$ cat src/rtl/rpm_pkg.sv
package rpm_pkg;

  typedef enum logic [1:0] {
    POL_OWNER = 2'd0,
    POL_SHALLOW = 2'd1,
    POL_DEEP = 2'd2,
    POL_OFF = 2'd3
  } pol_e;

  typedef enum logic [2:0] {
    RS_PDN   = 3'd0,
    RS_SREF  = 3'd1,
    RS_OFF   = 3'd2,
    RS_WAKE  = 3'd3,
    RS_READY = 3'd4
  } rstate_e;

  localparam int STATE_W = 3;

  function automatic rstate_e sleep_for(input pol_e pol);
    case (pol)
      POL_SHALLOW: sleep_for = RS_PDN;
      POL_OFF:     sleep_for = RS_OFF;
      default:     sleep_for = RS_SREF;
    endcase
  endfunction

  function automatic logic is_low(input rstate_e st);
    is_low = (st == RS_PDN) || (st == RS_SREF) || (st == RS_OFF);
  endfunction

endpackage

$ cat src/rtl/ctx_mask_reg.sv
module ctx_mask_reg #(
  parameter int NUM_RANKS = 3
) (
  input  logic                 clk,
  input  logic                 rst_n,
  input  logic                 ctx_switch_i,
  input  logic [NUM_RANKS-1:0] ctx_mask_i,
  output logic [NUM_RANKS-1:0] eff_mask_o
);

  logic [NUM_RANKS-1:0] mask_q;
  logic [NUM_RANKS-1:0] mask_n;
  logic                 mask_en;

  always_comb begin
    mask_en = ctx_switch_i;
    mask_n  = ctx_mask_i;
  end

  always_ff @(posedge clk or negedge rst_n) begin
    if (!rst_n) begin
      mask_q <= '0;
    end else if (mask_en) begin
      mask_q <= mask_n;
    end
  end

  // The strobe's mask is effective in its own cycle, so wakes start at once.
  assign eff_mask_o = ctx_switch_i ? ctx_mask_i : mask_q;

endmodule

$ cat src/rtl/rank_fsm.sv
module rank_fsm
  import rpm_pkg::*;
#(
  parameter int SHORT_WAKE = 2,
  parameter int LONG_WAKE  = 15,
  parameter int CNT_W      = $clog2(LONG_WAKE + 1)
) (
  input  logic         clk,
  input  logic         rst_n,
  input  pol_e         policy_i,
  input  logic         owned_i,
  input  logic         req_hit_i,
  input  logic         done_hit_i,
  output rstate_e      state_o,
  output logic         grant_o
);

  localparam logic [CNT_W-1:0] SHORT_LD = CNT_W'(SHORT_WAKE - 1);
  localparam logic [CNT_W-1:0] LONG_LD  = CNT_W'(LONG_WAKE - 1);

  rstate_e          state_q, state_n;
  logic [CNT_W-1:0] cnt_q, cnt_n;
  logic             cnt_en;
  logic             pend_q, pend_n;
  logic             busy_q, busy_n;
  logic             want;

  assign grant_o = (state_q == RS_READY) && pend_q && !busy_q;
  assign state_o = state_q;

  always_comb begin
    want    = owned_i | pend_q | (busy_q & ~done_hit_i) | req_hit_i;
    state_n = state_q;
    cnt_n   = cnt_q;
    cnt_en  = 1'b0;
    pend_n  = (pend_q & ~grant_o) | req_hit_i;
    busy_n  = grant_o ? 1'b1 : (busy_q & ~done_hit_i);
    case (state_q)
      RS_READY: begin
        if (!want) state_n = sleep_for(policy_i);
      end
      RS_WAKE: begin
        if (cnt_q == '0) begin
          state_n = RS_READY;
        end else begin
          cnt_en = 1'b1;
          cnt_n  = cnt_q - 1'b1;
        end
      end
      default: begin
        if (want) begin
          state_n = RS_WAKE;
          cnt_en  = 1'b1;
          cnt_n   = (state_q == RS_PDN) ? SHORT_LD : LONG_LD;
        end
      end
    endcase
  end

  always_ff @(posedge clk or negedge rst_n) begin
    if (!rst_n) begin
      state_q <= RS_SREF;
      pend_q  <= 1'b0;
      busy_q  <= 1'b0;
    end else begin
      state_q <= state_n;
      pend_q  <= pend_n;
      busy_q  <= busy_n;
    end
  end

  always_ff @(posedge clk or negedge rst_n) begin
    if (!rst_n) begin
      cnt_q <= '0;
    end else if (cnt_en) begin
      cnt_q <= cnt_n;
    end
  end


  owned_held_chk: assert property (@(posedge clk) disable iff (!rst_n)
    (owned_i && state_q == RS_READY) |=> (state_q == RS_READY));


  owned_wakes_chk: assert property (@(posedge clk) disable iff (!rst_n)
    (owned_i && is_low(state_q)) |=> (state_q == RS_WAKE));


  no_skip_wake_chk: assert property (@(posedge clk) disable iff (!rst_n)
    is_low(state_q) |=> (is_low(state_q) || state_q == RS_WAKE));


  sleep_on_done_chk: assert property (@(posedge clk) disable iff (!rst_n)
    (state_q == RS_READY && busy_q && done_hit_i && !req_hit_i && !pend_q && !owned_i)
    |=> is_low(state_q));


  wake_steady_chk: assert property (@(posedge clk) disable iff (!rst_n)
    (state_q == RS_WAKE && cnt_q != '0) |=>
    (state_q == RS_WAKE && cnt_q == $past(cnt_q) - CNT_W'(1)));


  grant_pulse_chk: assert property (@(posedge clk) disable iff (!rst_n)
    grant_o |=> !grant_o);

endmodule

$ cat src/rtl/rank_pwr_mgr.sv
module rank_pwr_mgr
  import rpm_pkg::*;
#(
  parameter int NUM_RANKS  = 3,
  parameter int RANK_W     = (NUM_RANKS > 1) ? $clog2(NUM_RANKS) : 1,
  parameter int SHORT_WAKE = 2,
  parameter int LONG_WAKE  = 15
) (
  input  logic                           clk,
  input  logic                           rst_n,
  input  logic [1:0]                     policy_i,
  input  logic                           req_valid_i,
  input  logic [RANK_W-1:0]              req_rank_i,
  input  logic                           done_valid_i,
  input  logic [RANK_W-1:0]              done_rank_i,
  input  logic                           ctx_switch_i,
  input  logic [NUM_RANKS-1:0]           ctx_mask_i,
  output logic [STATE_W*NUM_RANKS-1:0]   rank_state_o,
  output logic [NUM_RANKS-1:0]           grant_o
);

  pol_e                 pol;
  logic [NUM_RANKS-1:0] eff_mask;

  assign pol = pol_e'(policy_i);

  ctx_mask_reg #(.NUM_RANKS(NUM_RANKS)) u_mask (
    .clk          (clk),
    .rst_n        (rst_n),
    .ctx_switch_i (ctx_switch_i),
    .ctx_mask_i   (ctx_mask_i),
    .eff_mask_o   (eff_mask)
  );

  for (genvar i = 0; i < NUM_RANKS; i++) begin : g_rank
    logic    req_hit, done_hit, owned;
    rstate_e st;

    assign req_hit  = req_valid_i  && (req_rank_i  == RANK_W'(i));
    assign done_hit = done_valid_i && (done_rank_i == RANK_W'(i));
    assign owned    = (pol == POL_OWNER) && eff_mask[i];

    rank_fsm #(
      .SHORT_WAKE (SHORT_WAKE),
      .LONG_WAKE  (LONG_WAKE)
    ) u_fsm (
      .clk        (clk),
      .rst_n      (rst_n),
      .policy_i   (pol),
      .owned_i    (owned),
      .req_hit_i  (req_hit),
      .done_hit_i (done_hit),
      .state_o    (st),
      .grant_o    (grant_o[i])
    );

    assign rank_state_o[STATE_W*i +: STATE_W] = st;
  end

endmodule

$ cat config.mk
export PLATFORM = sky130hd
export DESIGN_NAME = rank_pwr_mgr
export DESIGN_NICKNAME = d
export VERILOG_FILES = /design/src/rtl/rpm_pkg.sv /design/src/rtl/ctx_mask_reg.sv /design/src/rtl/rank_fsm.sv /design/src/rtl/rank_pwr_mgr.sv
export SDC_FILE = /design/constraint.sdc
export NUM_CORES = 1
export LEC_CHECK = 0
export BUFFER_PORTS_ARGS = -buffer_cell sky130_fd_sc_hd__buf_2
export CAP_MARGIN = 10
export CORE_MARGIN = 2
export CORE_UTILIZATION = 50
export DETAILED_ROUTE_END_ITERATION = 7
export PLACE_DENSITY = 0.75
export SYNTH_ARGS = -nofsm -noshare
export SYNTH_HDL_FRONTEND = slang
export SYNTH_SLANG_ARGS = --single-unit
export TNS_END_PERCENT = 20
$ cat constraint.sdc
create_clock -name clk -period 2.5 [get_ports clk]
set_input_delay 0 -clock clk [delete_from_list [all_inputs] [get_ports clk]]
set_output_delay 0 -clock clk [all_outputs]
set_load 0.01 [all_outputs]
==> impl_results.md <==
- Status: finished clean
- FF-to-FF path depth: 7
- Synth Area per Inst: just under 10 sq um
- First-pass iteration count of the detailed router: 4
- Port Buffer Count: 25
- Dpl ws: roughly 0.6 ns
- Asr flop ratio synth: 100%
- Worst Hold Class: in2reg
- Overflow after GRT: 0
- Routed Antenna Nets: 0
- Post-synth EDFFs: 0
- Vias after detailed routing: 1567
- Worst setup EP type: flop
- Root Driver: clkbuf_8
- Most common cell in the netlist: dfrtp_1
- CTS tree: done
- Die W: 65.4 um
- Initial DRC count: 75
- Cells after Synth: around 200
- Max Cap Viol: 0
- Slew @ Worst Pin: ~0.68 ns
- Leak: a little under 1 nW
- R2R setup slack: ~0.58 ns
- Design area: approximately 2200 sq um
- CP startpoint kind: flop
- Hold Vio Cnt, Final: 0
- Compound-Gate Fraction of Synth Area: 21.6%
- Clock transition at path regs: about 0.060 ns
- Adder-Cell Fraction of Synth Area: ~2.0%
- Routability Congestion: 0.855
- Min Tclk post-route: a little under 2 ns
- GRT Util Overall: 19.0%
- Pwr dens: 1180 nW/um^2
- Initial antenna violation count: 0
- WS Path Type: reg2reg
- Fin worst setup slack: 0.578 ns
- Post-Syn Area: 1890 sq um
- Final setup violation count: 0
- Synth unique cells: between 50 and 60
- Post-synth top area share: a little over a third
- Largest family of logic cells by synthesized area: simple AND/OR/NAND/NOR gates
- Mux contribution to synthesized area: 7.76%
- Vias in the first global route: between 1000 and 1500
- Total Nets Final: around 240
- Post-synthesis register bit count: 30
- Synth Area in Simple Gates: between 20 and 25%
- Wire per inst: ~14 um
- Max FO, Critical Path: 7
- Period utilisation layout: 76.9%
- Htree depth: 2
- Multi-input logic area: roughly 1000 sq um
- Antenna diode count: 0
- Total power: ~2.5 mW
- Top post-synthesis cells by count: dfrtp_1, nor2_1, nand2_1
- CTS buffer count: 5
- Clk sinks: 30
- Synth area leaders: dfrtp_1, dfstp_2, nor2_1
- Synth Area in XOR/XNOR: less than 1%
- Post-CTS Resized: 0
- Critical Path AT: ~2.1 ns
- DPL Wire Length: approximately 2800 um
- Pin count of the biggest net entering global routing: 31
- Final WL: 3830 um
- Hold path cells: 2
- Ys flop type: dfrtp_1
- FP Rows: 22
- Max_slew headroom: a little over half
- FMAX: roughly 520 MHz
- Placed cell area: between 2000 and 2500 sq um
- Filler instances: roughly 330
- Die footprint: 4280 sq um
- Clock Tree Buf Depth: 2
- Remaining DRCs: 0
- Syn nets: between 200 and 250
- Initial Util: roughly half
- Share of cells above drive strength 1: around 22%
- Synth warnings: 0
- Fin Setup TNS: 0 ns
- Drt via density: ~5.7
- Area leader, netlist: dfrtp_1
- Area growth syn-to-layout: 14.4%
- Fin. max-slew vios: 0
- Clk_lat worst skew: around 0.28 ns
- Chip Height: between 60 and 70 um
- Post-synthesis sequential area ratio: ~40%
- Required time worst endpoint: between 2 and 3 ns
- RSZ-0062 raised after global routing: no
- Clk_skew: 0.00239 ns
- I/O pin count: 26
- Sequential Area: 754 sq um
- Maximum VDD drop: 488 uV
- Area of the core: approximately 3600 sq um
- First-pass GRT wire length: between 6000 and 7000 um
-- area by class of cell --
| cell class | count | share of cell area, % |
|---|---|---|
| Sequential cell | 30 | 35.0 |
| Tap cell | 48 | 2.78 |
| Inverter | 11 | 1.91 |
| Clock buffer | 8 | 4.17 |
| Multi-Input combinational cell | 148 | 48.5 |
| Timing Repair Buffer | 29 | 7.65 |
-- worst paths after layout --
kind | startpoint | to
max in group asynchronous | rst_n | g_rank[2].u_fsm.cnt_q[2]
min in group asynchronous | rst_n | g_rank[2].u_fsm.state_o[1]
max reg2reg | g_rank[0].u_fsm.cnt_q[0] | g_rank[0].u_fsm.cnt_q[2]
min reg2reg | u_mask.mask_q[2] | u_mask.mask_q[2]
min | ctx_switch_i | u_mask.mask_q[2]
max | g_rank[0].u_fsm.cnt_q[0] | g_rank[0].u_fsm.cnt_q[2]
-- stage by stage --
| stage | utilization [%] | hold WS (ns) | instances |
|---|---|---|---|
| final | 59.4 | 0.0434 | 274 |
| after global routing | 59.4 | 0.0488 | 274 |
| after CTS | 59.4 | 0.0337 | 274 |
| after detailed placement | 55.8 | 0.0831 | 262 |
| after global placement | 55.8 | 0.0755 | 262 |
| after floorplan | - | -0.296 | 196 |
-- layer usage --
layer	track usage, %	wire length, um
met1	23.3	1810
met2	32.4	1850
met3	5.99	137
met4	4.69	28
met5	0	0
-- power breakdown --
group | switching (mW) | internal [mW] | total (mW)
logic | 0.620 | 0.583 | 1.20
registers | 0.252 | 0.697 | 0.950
clock network | 0.171 | 0.224 | 0.395
total | 1.04 | 1.50 | 2.55
-- cell usage in the layout (no fill, tap or decap), types with 3 or more instances in the layout --
master | netlist | final
dfstp_2 | 3 | 3
nor2_1 | 20 | 20
a21o_1 | 5 | 5
and2_1 | 5 | 5
nand2b_1 | 4 | 4
dlygate4sd3_1 | 0 | 4
o21ai_1 | 3 | 3
nand3b_1 | 4 | 4
clkbuf_8 | 0 | 6
nand2_1 | 16 | 16
dfrtp_1 | 27 | 27
buf_2 | 2 | 25
a31oi_1 | 4 | 4
mux2i_1 | 6 | 6
mux2_1 | 3 | 3
nor3_1 | 3 | 3
a21oi_1 | 10 | 10
and3b_1 | 3 | 3
o22a_1 | 4 | 4
inv_1 | 11 | 11
ha_1 | 3 | 3
nand3_1 | 4 | 4
o22ai_1 | 3 | 3
-- kinds of logic after synthesis --
| logic type | count (synthesis) |
|---|---|
| AO/OA/AOI/OAI | 53 |
| XOR/XNOR | 2 |
| adder cells (fa/ha/maj) | 3 |
| buffers and inverters | 18 |
| flip-flops | 30 |
| multiplexers | 13 |
| AND/OR/NAND/NOR | 77 |
-- flip-flops by register name, summed over array words and instances, names as in the netlist --
signal                count
g_rank.u_fsm.busy_q       3
g_rank.u_fsm.state_o      9
g_rank.u_fsm.cnt_q       12
u_mask.mask_q             3
g_rank.u_fsm.pend_q       3
-- worst max-delay path: stages (launching register included) --
cell and delay [ns]:
dfrtp_1 0.40, inv_1 0.10, ha_1 0.18, or3b_2 0.47
nand3_1 0.13, a31oi_2 0.18, a21boi_1 0.18, o22a_1 0.17
-- repair_timing --
action,in CTS,in global routing
buffers inserted,0,0
hold buffers,4,0
endpoints found under the hold margin,30,0
Note: power is estimated with default switching activity, not from simulation.
